==> config.mk <==
export PLATFORM = sky130hd
export DESIGN_NAME = uart_isu_top
export DESIGN_NICKNAME = d
export VERILOG_FILES = /design/src/rtl/uart_isu_pkg.sv /design/src/rtl/uart_isu_live.sv /design/src/rtl/uart_isu_setclr.sv /design/src/rtl/uart_isu_top.sv
export SDC_FILE = /design/constraint.sdc
export NUM_CORES = 1
export LEC_CHECK = 0
export BUFFER_PORTS_ARGS = -buffer_cell sky130_fd_sc_hd__buf_2
export CORE_AREA = 2 2 85 87
export CTS_CLUSTER_SIZE = 40
export DETAILED_ROUTE_END_ITERATION = 8
export DIE_AREA = 0 0 87 89
export PLACE_DENSITY_LB_ADDON = 0.1
export SLEW_MARGIN = 40
export SYNTH_ARGS = -nofsm -noshare
export SYNTH_HDL_FRONTEND = slang
export SYNTH_SLANG_ARGS = --single-unit
==> constraint.sdc <==
create_clock -name clk_i -period 1.7 [get_ports clk_i]
set_clock_uncertainty 0.2 [all_clocks]
set_input_delay 0.17 -clock clk_i [delete_from_list [all_inputs] [get_ports clk_i]]
set_output_delay 0.17 -clock clk_i [all_outputs]
set_load 0.02 [all_outputs]
==> src/rtl/uart_isu_pkg.sv <==
package uart_isu_pkg;
  localparam int REG_W = 32;

  typedef enum logic [2:0] {
    A_MSET  = 3'd0,
    A_MCLR  = 3'd1,
    A_MASK  = 3'd2,
    A_STAT  = 3'd3,
    A_LIVE  = 3'd4,
    A_RXTRG = 3'd5,
    A_TXTRG = 3'd6,
    A_NONE  = 3'd7
  } isu_addr_e;

  localparam int B_RXTRG  = 0;
  localparam int B_RXEMP  = 1;
  localparam int B_RXFUL  = 2;
  localparam int B_TXEMP  = 3;
  localparam int B_TXFUL  = 4;
  localparam int B_RXOVR  = 5;
  localparam int B_FRAME  = 6;
  localparam int B_PARITY = 7;
  localparam int B_TMO    = 8;
  localparam int B_MODEM  = 9;
  localparam int B_TXTRG_STK  = 10;
  localparam int B_TXOVR  = 12;
  localparam int B_TXTRG_LIVE = 13;
  localparam int N_FIFO_BITS  = 5;
endpackage

==> src/rtl/uart_isu_live.sv <==
module uart_isu_live
  import uart_isu_pkg::*;
#(
  parameter int DEPTH = 64,
  localparam int CNT_W = $clog2(DEPTH + 1)
) (
  input  logic [CNT_W-1:0] rx_count_i,
  input  logic [CNT_W-1:0] tx_count_i,
  input  logic [CNT_W-1:0] rx_trig_i,
  input  logic [CNT_W-1:0] tx_trig_i,
  output logic [REG_W-1:0] live_o
);
  localparam logic [CNT_W-1:0] FULL = CNT_W'(DEPTH);

  always_comb begin
    live_o               = '0;
    live_o[B_RXTRG]      = (rx_count_i >= rx_trig_i);
    live_o[B_RXEMP]      = (rx_count_i == '0);
    live_o[B_RXFUL]      = (rx_count_i == FULL);
    live_o[B_TXEMP]      = (tx_count_i == '0);
    live_o[B_TXFUL]      = (tx_count_i == FULL);
    live_o[B_TXTRG_LIVE] = (tx_count_i >= tx_trig_i);
  end
endmodule

==> src/rtl/uart_isu_setclr.sv <==
module uart_isu_setclr
  import uart_isu_pkg::*;
#(
  parameter logic [REG_W-1:0] KEEP = '1
) (
  input  logic             clk_i,
  input  logic             rst_ni,
  input  logic [REG_W-1:0] set_i,
  input  logic [REG_W-1:0] clr_i,
  output logic [REG_W-1:0] q_o
);
  always_ff @(posedge clk_i or negedge rst_ni) begin
    if (!rst_ni) q_o <= '0;
    else         q_o <= ((q_o & ~clr_i) | set_i) & KEEP;
  end
endmodule

==> src/rtl/uart_isu_top.sv <==
module uart_isu_top
  import uart_isu_pkg::*;
#(
  parameter int DEPTH = 64,
  parameter int TRIG_RST = 32,
  localparam int CNT_W = $clog2(DEPTH + 1)
) (
  input  logic             clk_i,
  input  logic             rst_ni,
  input  logic [CNT_W-1:0] rx_count_i,
  input  logic [CNT_W-1:0] tx_count_i,
  input  logic             evt_rx_ovr_i,
  input  logic             evt_frame_i,
  input  logic             evt_parity_i,
  input  logic             evt_timeout_i,
  input  logic             evt_modem_i,
  input  logic             evt_tx_ovr_i,
  input  logic             wr_en_i,
  input  logic [2:0]       addr_i,
  input  logic [REG_W-1:0] wr_data_i,
  output logic [REG_W-1:0] rd_data_o,
  output logic             irq_o
);
  localparam logic [REG_W-1:0] STK_KEEP = REG_W'(32'h0000_17FF);

  logic [REG_W-1:0] live, stk_set, stk_clr, stk_q;
  logic [REG_W-1:0] msk_set, msk_clr, mask_q;
  logic [CNT_W-1:0] rx_trig_q, tx_trig_q;
  isu_addr_e        a;

  assign a = isu_addr_e'(addr_i);

  uart_isu_live #(.DEPTH(DEPTH)) u_live (
    .rx_count_i(rx_count_i), .tx_count_i(tx_count_i),
    .rx_trig_i(rx_trig_q),   .tx_trig_i(tx_trig_q),
    .live_o(live)
  );

  always_comb begin
    stk_set = '0;
    for (int i = 0; i < N_FIFO_BITS; i++) stk_set[i] = live[i];
    stk_set[B_TXTRG_STK] = live[B_TXTRG_LIVE];
    stk_set[B_RXOVR]     = evt_rx_ovr_i;
    stk_set[B_FRAME]     = evt_frame_i;
    stk_set[B_PARITY]    = evt_parity_i;
    stk_set[B_TMO]       = evt_timeout_i;
    stk_set[B_MODEM]     = evt_modem_i;
    stk_set[B_TXOVR]     = evt_tx_ovr_i;
    stk_clr = (wr_en_i && a == A_STAT) ? wr_data_i : '0;
    msk_set = (wr_en_i && a == A_MSET) ? wr_data_i : '0;
    msk_clr = (wr_en_i && a == A_MCLR) ? wr_data_i : '0;
  end

  uart_isu_setclr #(.KEEP(STK_KEEP)) u_sticky (
    .clk_i(clk_i), .rst_ni(rst_ni), .set_i(stk_set), .clr_i(stk_clr), .q_o(stk_q)
  );

  uart_isu_setclr #(.KEEP('1)) u_mask (
    .clk_i(clk_i), .rst_ni(rst_ni), .set_i(msk_set), .clr_i(msk_clr), .q_o(mask_q)
  );

  always_ff @(posedge clk_i or negedge rst_ni) begin
    if (!rst_ni) begin
      rx_trig_q <= CNT_W'(TRIG_RST);
      tx_trig_q <= CNT_W'(TRIG_RST);
    end else if (wr_en_i) begin
      if (a == A_RXTRG) rx_trig_q <= wr_data_i[CNT_W-1:0];
      if (a == A_TXTRG) tx_trig_q <= wr_data_i[CNT_W-1:0];
    end
  end

  always_comb begin
    unique case (a)
      A_MSET, A_MCLR, A_NONE: rd_data_o = '0;
      A_MASK:  rd_data_o = mask_q;
      A_STAT:  rd_data_o = stk_q;
      A_LIVE:  rd_data_o = live;
      A_RXTRG: rd_data_o = REG_W'(rx_trig_q);
      A_TXTRG: rd_data_o = REG_W'(tx_trig_q);
      default: rd_data_o = '0;
    endcase
  end

  assign irq_o = |(mask_q & stk_q);
endmodule

==> results of run 1 <==
-- state kept, by name, indices dropped and copies added (netlist names) --
name          flops
rx_trig_q         7
tx_trig_q         7
u_mask.q_o       32
u_sticky.q_o     12
-- power breakdown --
part | switching [mW] | internal (mW)
sequential | 0.177 | 1.65
clock | 0.556 | 0.554
combinational | 0.627 | 0.817
-- stage by stage --
step                      utilization [%]  setup WS (ns)  hold WS, ns
after floorplan                         -        -0.0368       -0.326
after global placement               62.0         -0.242      -0.0938
after detailed placement             62.0         -0.276      -0.0924
after CTS                            73.5         -0.540       0.0268
after global routing                 74.4         -0.647       0.0699
final                                74.4         -0.568       0.0324
-- timing repair --
item                                    4_1_cts  5_1_grt
buffers inserted                              5        5
hold endpoints to repair                    114        0
endpoints found under the setup margin       11       23
resized for setup                            44       10
hold buffers                                 41        0
pin swaps                                    10        8
-- placed cells by master, fill, tap and decap left out, types with 8 or more instances in the layout --
cell / count
sky130_fd_sc_hd__buf_2: 80
sky130_fd_sc_hd__nand2_1: 59
sky130_fd_sc_hd__dfrtp_1: 56
sky130_fd_sc_hd__buf_4: 55
sky130_fd_sc_hd__dlygate4sd3_1: 41
sky130_fd_sc_hd__a22o_1: 36
sky130_fd_sc_hd__and2_1: 20
sky130_fd_sc_hd__mux2_2: 14
sky130_fd_sc_hd__buf_6: 14
sky130_fd_sc_hd__mux2i_1: 12
sky130_fd_sc_hd__inv_1: 10
sky130_fd_sc_hd__nor2_1: 10
sky130_fd_sc_hd__ha_1: 10
sky130_fd_sc_hd__clkbuf_8: 10
sky130_fd_sc_hd__a21o_1: 8
-- kinds of logic (layout without fill, tap and decap cells) --
family | count (synthesis) | count (layout)
and+or+nand+nor | 112 | 112
AOI/OAI and AO/OA | 77 | 77
DFF | 58 | 58
buffers and inverters | 29 | 225
muxes | 26 | 26
adders and majority gates | 14 | 14
-- path summary, 6_finish.rpt --
check | slack, ns | depth (start not counted) | endpoint | from
max | -0.57 | 6 | rd_data_o[13] | tx_trig_q[3]$_DFFE_PN0P_
min | 0.03 | 4 | u_sticky.q_o[2]$_DFF_PN0_ | rx_count_i[0]
max reg2reg | -0.15 | 6 | u_sticky.q_o[10]$_DFF_PN0_ | tx_trig_q[3]$_DFFE_PN0P_
min reg2reg | 0.29 | 1 | u_mask.q_o[29]$_DFF_PN0_ | u_mask.q_o[29]$_DFF_PN0_
max in group asynchronous | 0.68 | 3 | rx_trig_q[5]$_DFFE_PN1P_ | rst_ni
min in group asynchronous | 0.09 | 2 | u_mask.q_o[28]$_DFF_PN0_ | rst_ni
-- metal layers --
layer  wire length (microns)  global-route usage, %  vias up
li1                        -                      -     1511
met1                    4090                   32.7     1488
met2                    4800                   44.8       82
met3                     385                   4.06       11
met4                     112                   8.10        0
met5                       0                      0        -
-- tightest hold or removal path: stages --
cell and delay, ns:
sky130_fd_sc_hd__buf_2 0.09, sky130_fd_sc_hd__nor2_1 0.04, sky130_fd_sc_hd__nand2_1 0.12, sky130_fd_sc_hd__o21ai_0 0.10
-- layout make-up --
type / count / area share [%]
tap: 80 / 2.00
multi-input combinational: 229 / 35.2
clock buffer: 10 / 2.75
inverter: 15 / 1.13
timing repair buffer: 194 / 29.2
sequential: 58 / 29.1
clock inverter: 6 / 0.651
==> out/qor.txt, run 1 <==
====================================================================================
Buffer levels on the longest clock path                                            2
Total power draw                                                             4.39 mW
Class of the worst hold path                                                  in2reg
Simple logic cell fraction of the synthesized area                             17.0%
Core region area                                                          6720 sq um
Worst-path clk slew                                                          0.07 ns
Antenna violations before repair                                                   0
Final-stage net count                                                            579
Highest ir drop seen on vdd                                                 0.545 mV
Post-route non-filler standard cell count                                        592
Drt drc                                                                            0
Cell with the largest stage delay on the worst path                     sky130_fd_sc_hd__dfrtp_1
DR vias                                                                         3092
Final HPWL DP                                                                6.37 mm
Clock period minus worst slack                                               2.27 ns
Proportion of synthesized flip-flops having asynchronous set or reset           100%
Number of setup violations in the final report                                     8
Remaining global-route overflow                                                    0
Type of element capturing the critical path                              output port
1st-iter DRT viols                                                               131
Count of flip-flops with a built-in enable after synthesis                         0
Clock tree from TritonCTS                                                        yes
Count leader, synth                                                     sky130_fd_sc_hd__nand2_1
Die area                                                                  7740 sq um
Area Overhead vs Synth                                                         58.3%
Post-synth top cells                                                    62 x sky130_fd_sc_hd__nand2_1, 56 x sky130_fd_sc_hd__dfrtp_1, 36 x sky130_fd_sc_hd__a22o_1
CP required                                                                  1.33 ns
Max-capacitance violation count                                                    0
Num rows                                                                          30
Proportion of synthesized area in mux cells                                    8.80%
Skew-Pair Late Insertion Delay                                               0.33 ns
# port buffers                                                                    90
Clock net sink count                                                              58
Run status                                                              finished with violations
Synth Register Bits                                                               58
Final setup TNS                                                             -1.94 ns
Fraction of the mapped netlist area in compound gates                          19.0%
Cell type contributing the most total cell area after synthesis         sky130_fd_sc_hd__dfrtp_1
Final instance area                                                       5000 sq um
Die width                                                                 87 microns
Transition at the pin with the smallest max-transition slack                0.382 ns
Antenna diodes                                                                     0
Yosys cell types                                                                  33
Pleak                                                                        2.47 nW
Number of levels the H-tree was split into                                         3
Register cell area after layout                                           1450 sq um
Via density                                                                     5.22
Number of max-slew violations in the final report                                  0
FILL cells                                                                       470
Number of standard cells after synthesis                                         316
Multi-input logic area                                                    1760 sq um
Top Family by Delay on Critical Path                                    compound AO/OA/AOI/OAI gates
Delay contributed by the slowest stage of the critical path                  0.39 ns
Total CTS buffers                                                                  9
Last weighted congestion value of the routability-driven placer                0.846
Fmax achieved                                                              0.441 GHz
Critical path buffer and inverter count                                            2
Crit-path max FO                                                                   2
Via count of the first global-routing pass                                      3117
P per Cell Area                                                          877 nW/um^2
Post-detailed-routing wire length                                            9.39 mm
Cell breakdown of the critical path                                     inv_1 > ha_1 > o2111a_1 > a221oi_2 > o21ai_2 > buf_6
Root buffer cell                                                        sky130_fd_sc_hd__clkbuf_8
Most frequently used flop master after synthesis                        sky130_fd_sc_hd__dfrtp_1
Post-synthesis average cell area                                          9.99 sq um
Worst Setup Slack, final                                                   -0.568 ns
Synth top area cells                                                    sky130_fd_sc_hd__dfrtp_1 44%, sky130_fd_sc_hd__a22o_1 10%, sky130_fd_sc_hd__nand2_1 7.4%
Post-route antenna net violation count                                             0
Yosys synthesis warning count                                                      0
IO Count                                                                          91
Setup Crit Path Kind                                                         reg2out
Unrepaired setup endpoints after global routing                                 true
Global-route total usage across every layer                                    25.6%
Arrival time at the worst endpoint                                           1.90 ns
Share of the synthesized netlist area taken by xor and xnor gates                 0%
Average wire per cell in the routed design                              15.9 microns
Tcrit/Tclk final                                                                133%
Sequential-to-total area share from yosys stat                                 46.0%
Placed instance area                                                      4170 sq um
Synthesized netlist net count                                                    388
Synth top area share                                                           44.4%
Combinational family with the most area after synthesis                 compound AO/OA/AOI/OAI gates
Worst rel slew slack                                                           74.6%
Initial Util                                                                   47.0%
Pin count of the biggest net entering global routing                              25
Synthesized-area fraction occupied by adder cells                              5.55%
First-pass DRT Iterations                                                          4
Global-route wire length before repair                                       15.1 mm
Fraction of layout instances using a drive strength above 1                    42.0%
Netlist area before placement                                             3160 sq um
Final Hold Viols                                                                   0
Height of the die                                                         89 microns
Violations in the final reports                                         setup timing
Dpl cells                                                                        527
Critical path startpoint category                                           register
====================================================================================
No activity file was read; power rests on OpenSTA's default activity.
==> inputs of run 2 (changes only) <==
--- a/constraint.sdc
+++ b/constraint.sdc
@@ -4,2 +4,2 @@
 set_output_delay 0.17 -clock clk_i [all_outputs]
-set_load 0.02 [all_outputs]
+set_load 0.01 [all_outputs]
==> run 2 against run 1 <==
Effect of this change:
- the run still ends with setup timing left
- final area down 1.3%
- sequential share of layout area grew 0.38 points
- non-clock buffer count fell by 3
- setup slack improved by 0.064 ns
- die area did not move
- critical path type unchanged
- critical endpoint is now rd_data_o[0]
- wire length is 0.48% lower
- clock power barely moved
- worst hold slack lost 0.0066 ns
- combinational power shrank 8%
- maximum frequency increased by 2.9%
==> out/qor.txt, run 2 (synthesized netlist as in run 1, its figures left out) <==
=====================================================================================
Crit-path max FO                                                                    2
Number of setup violations in the final report                                      9
Reg with most FFs                                                          u_mask.q_o
Unrepaired setup endpoints after global routing                                  true
Clock period minus worst slack                                                2.20 ns
Clock net sink count                                                               58
Arrival time at the worst endpoint                                            1.83 ns
Number of flip-flops under the largest register name                               32
Initial Util                                                                    47.0%
FILL cells                                                                        503
Finished Core Util                                                              73.4%
Pin count of the biggest net entering global routing                               59
Antenna diodes                                                                      0
Average wire per cell in the routed design                               15.9 microns
Critical path startpoint category                                            register
First-pass DRT Iterations                                                           4
Worst-path clk slew                                                           0.07 ns
Regs by FF count                                                         u_mask.q_o x32, u_sticky.q_o x12
Setup Crit Path Kind                                                          reg2out
Area Overhead vs Synth                                                          56.3%
Placed instance area                                                       4100 sq um
Global-route wire length before repair                                        15.0 mm
IO Count                                                                           91
Highest ir drop seen on vdd                                                  0.463 mV
Buffer levels on the longest clock path                                             2
Remaining global-route overflow                                                     0
Post-placement worst setup slack                                            -0.216 ns
Commonest cells after routing, fill and taps aside                       87 x sky130_fd_sc_hd__buf_2, 59 x sky130_fd_sc_hd__nand2_1, 56 x sky130_fd_sc_hd__dfrtp_1
DR vias                                                                          3059
Fmax achieved                                                               0.454 GHz
P per Cell Area                                                           863 nW/um^2
Last weighted congestion value of the routability-driven placer                 0.849
# port buffers                                                                     90
Pleak                                                                         2.42 nW
Run status                                                               finished with violations
Via density                                                                      5.19
Worst Setup Slack, final                                                    -0.504 ns
Class of the worst hold path                                                   in2reg
Root buffer cell                                                         sky130_fd_sc_hd__clkbuf_8
Number of max-slew violations in the final report                                   0
CP required                                                                   1.33 ns
Post-route antenna net violation count                                              0
Total CTS buffers                                                                   9
Worst rel slew slack                                                            78.7%
Num rows                                                                           30
Cells on worst reg2reg path                                                         6
Drt drc                                                                             0
Final Hold Viols                                                                    0
Fraction of layout instances using a drive strength above 1                     40.3%
Type of element capturing the critical path                               output port
Count of cells along the worst hold path                                            4
Final setup TNS                                                              -1.78 ns
Total power draw                                                              4.26 mW
Most frequent standard cell in the layout excluding fill and tap cells   sky130_fd_sc_hd__buf_2
Final-stage net count                                                             576
Number of levels the H-tree was split into                                          3
Final instance area                                                        4930 sq um
Post-detailed-routing wire length                                             9.35 mm
Core region area                                                           6720 sq um
Global-route total usage across every layer                                     25.6%
Height of the die                                                          89 microns
Tcrit/Tclk final                                                                 130%
Antenna violations before repair                                                    0
Die width                                                                  87 microns
Max-capacitance violation count                                                     0
Die area                                                                   7740 sq um
Transition at the pin with the smallest max-transition slack                 0.319 ns
Final HPWL DP                                                                 6.35 mm
Via count of the first global-routing pass                                       3043
Skew-Pair Late Insertion Delay                                                0.34 ns
1st-iter DRT viols                                                                128
Violations in the final reports                                          setup timing
Clock tree from TritonCTS                                                         yes
=====================================================================================
==> run 2: changes by cell type in the layout (fill, tap and decap cells not counted), moves of 3 or more <==
cell                            previous run  this run
sky130_fd_sc_hd__o21ai_1                   5         8
sky130_fd_sc_hd__buf_4                    55        46
sky130_fd_sc_hd__buf_2                    80        87
sky130_fd_sc_hd__dlygate4sd3_1            41        45
sky130_fd_sc_hd__buf_6                    14         9
sky130_fd_sc_hd__o21ai_2                   5         1
sky130_fd_sc_hd__clkbuf_1                  0         3
==> run 2: cell type report <==
class	instances	area [sq um]	share of cell area, %
Clock buffer	13	149	3.02
Clock inverter	3	15.0	0.304
Inverter	15	56.3	1.14
Multi-Input combinational cell	229	1750	35.5
Sequential cell	58	1450	29.5
Tap cell	80	100	2.03
Timing Repair Buffer	191	1410	28.5
==> run 2: per-layer routing <==
metal | routed length, microns | vias up | track usage (%)
met5 | 0 | - | 0
met4 | 145 | 0 | 9.80
met3 | 434 | 11 | 5.54
met2 | 4650 | 79 | 43.7
met1 | 4120 | 1464 | 31.9
li1 | - | 1505 | -
==> run 2: worst max-delay path, stage by stage, from the launching register on <==
cell and delay [ns]:
sky130_fd_sc_hd__dfstp_2 0.54, sky130_fd_sc_hd__inv_2 0.04, sky130_fd_sc_hd__ha_4 0.21, sky130_fd_sc_hd__a21o_1 0.18
sky130_fd_sc_hd__a221oi_2 0.28, sky130_fd_sc_hd__o21ai_1 0.11, sky130_fd_sc_hd__buf_2 0.15
==> run 2: worst paths after layout <==
| path | from | endpoint | slack, ns |
|---|---|---|---|
| hold / removal | rx_count_i[0] | u_sticky.q_o[2]$_DFF_PN0_ | 0.03 |
| setup reg to reg | tx_trig_q[5]$_DFFE_PN1P_ | u_sticky.q_o[10]$_DFF_PN0_ | -0.08 |
| max in group asynchronous | rst_ni | tx_trig_q[5]$_DFFE_PN1P_ | 0.83 |
| hold reg to reg | u_mask.q_o[28]$_DFF_PN0_ | u_mask.q_o[28]$_DFF_PN0_ | 0.29 |
| min in group asynchronous | rst_ni | u_mask.q_o[24]$_DFF_PN0_ | 0.16 |
| setup / recovery | rx_trig_q[5]$_DFFE_PN1P_ | rd_data_o[0] | -0.50 |
==> run 2: power by group <==
group / internal [mW] / switching, mW
registers: 1.65 / 0.187
clock network: 0.562 / 0.528
logic: 0.773 / 0.556
==> run 2: what timing repair did <==
action / CTS / global route
gates resized for setup: 27 / 14
endpoints found under the hold margin: 116 / 0
buffers inserted: 3 / 5
hold buffers: 45 / 0
endpoints found under the setup margin: 11 / 29
pin swaps: 13 / 7
==> run 2: per-stage QoR <==
| stage | hold WS [ns] | instances |
|---|---|---|
| after floorplan | -0.326 | 316 |
| after global placement | -0.00420 | 521 |
| after detailed placement | 0.00146 | 521 |
| after CTS | 0.00662 | 584 |
| after global routing | 0.0314 | 589 |
| final | 0.0258 | 589 |
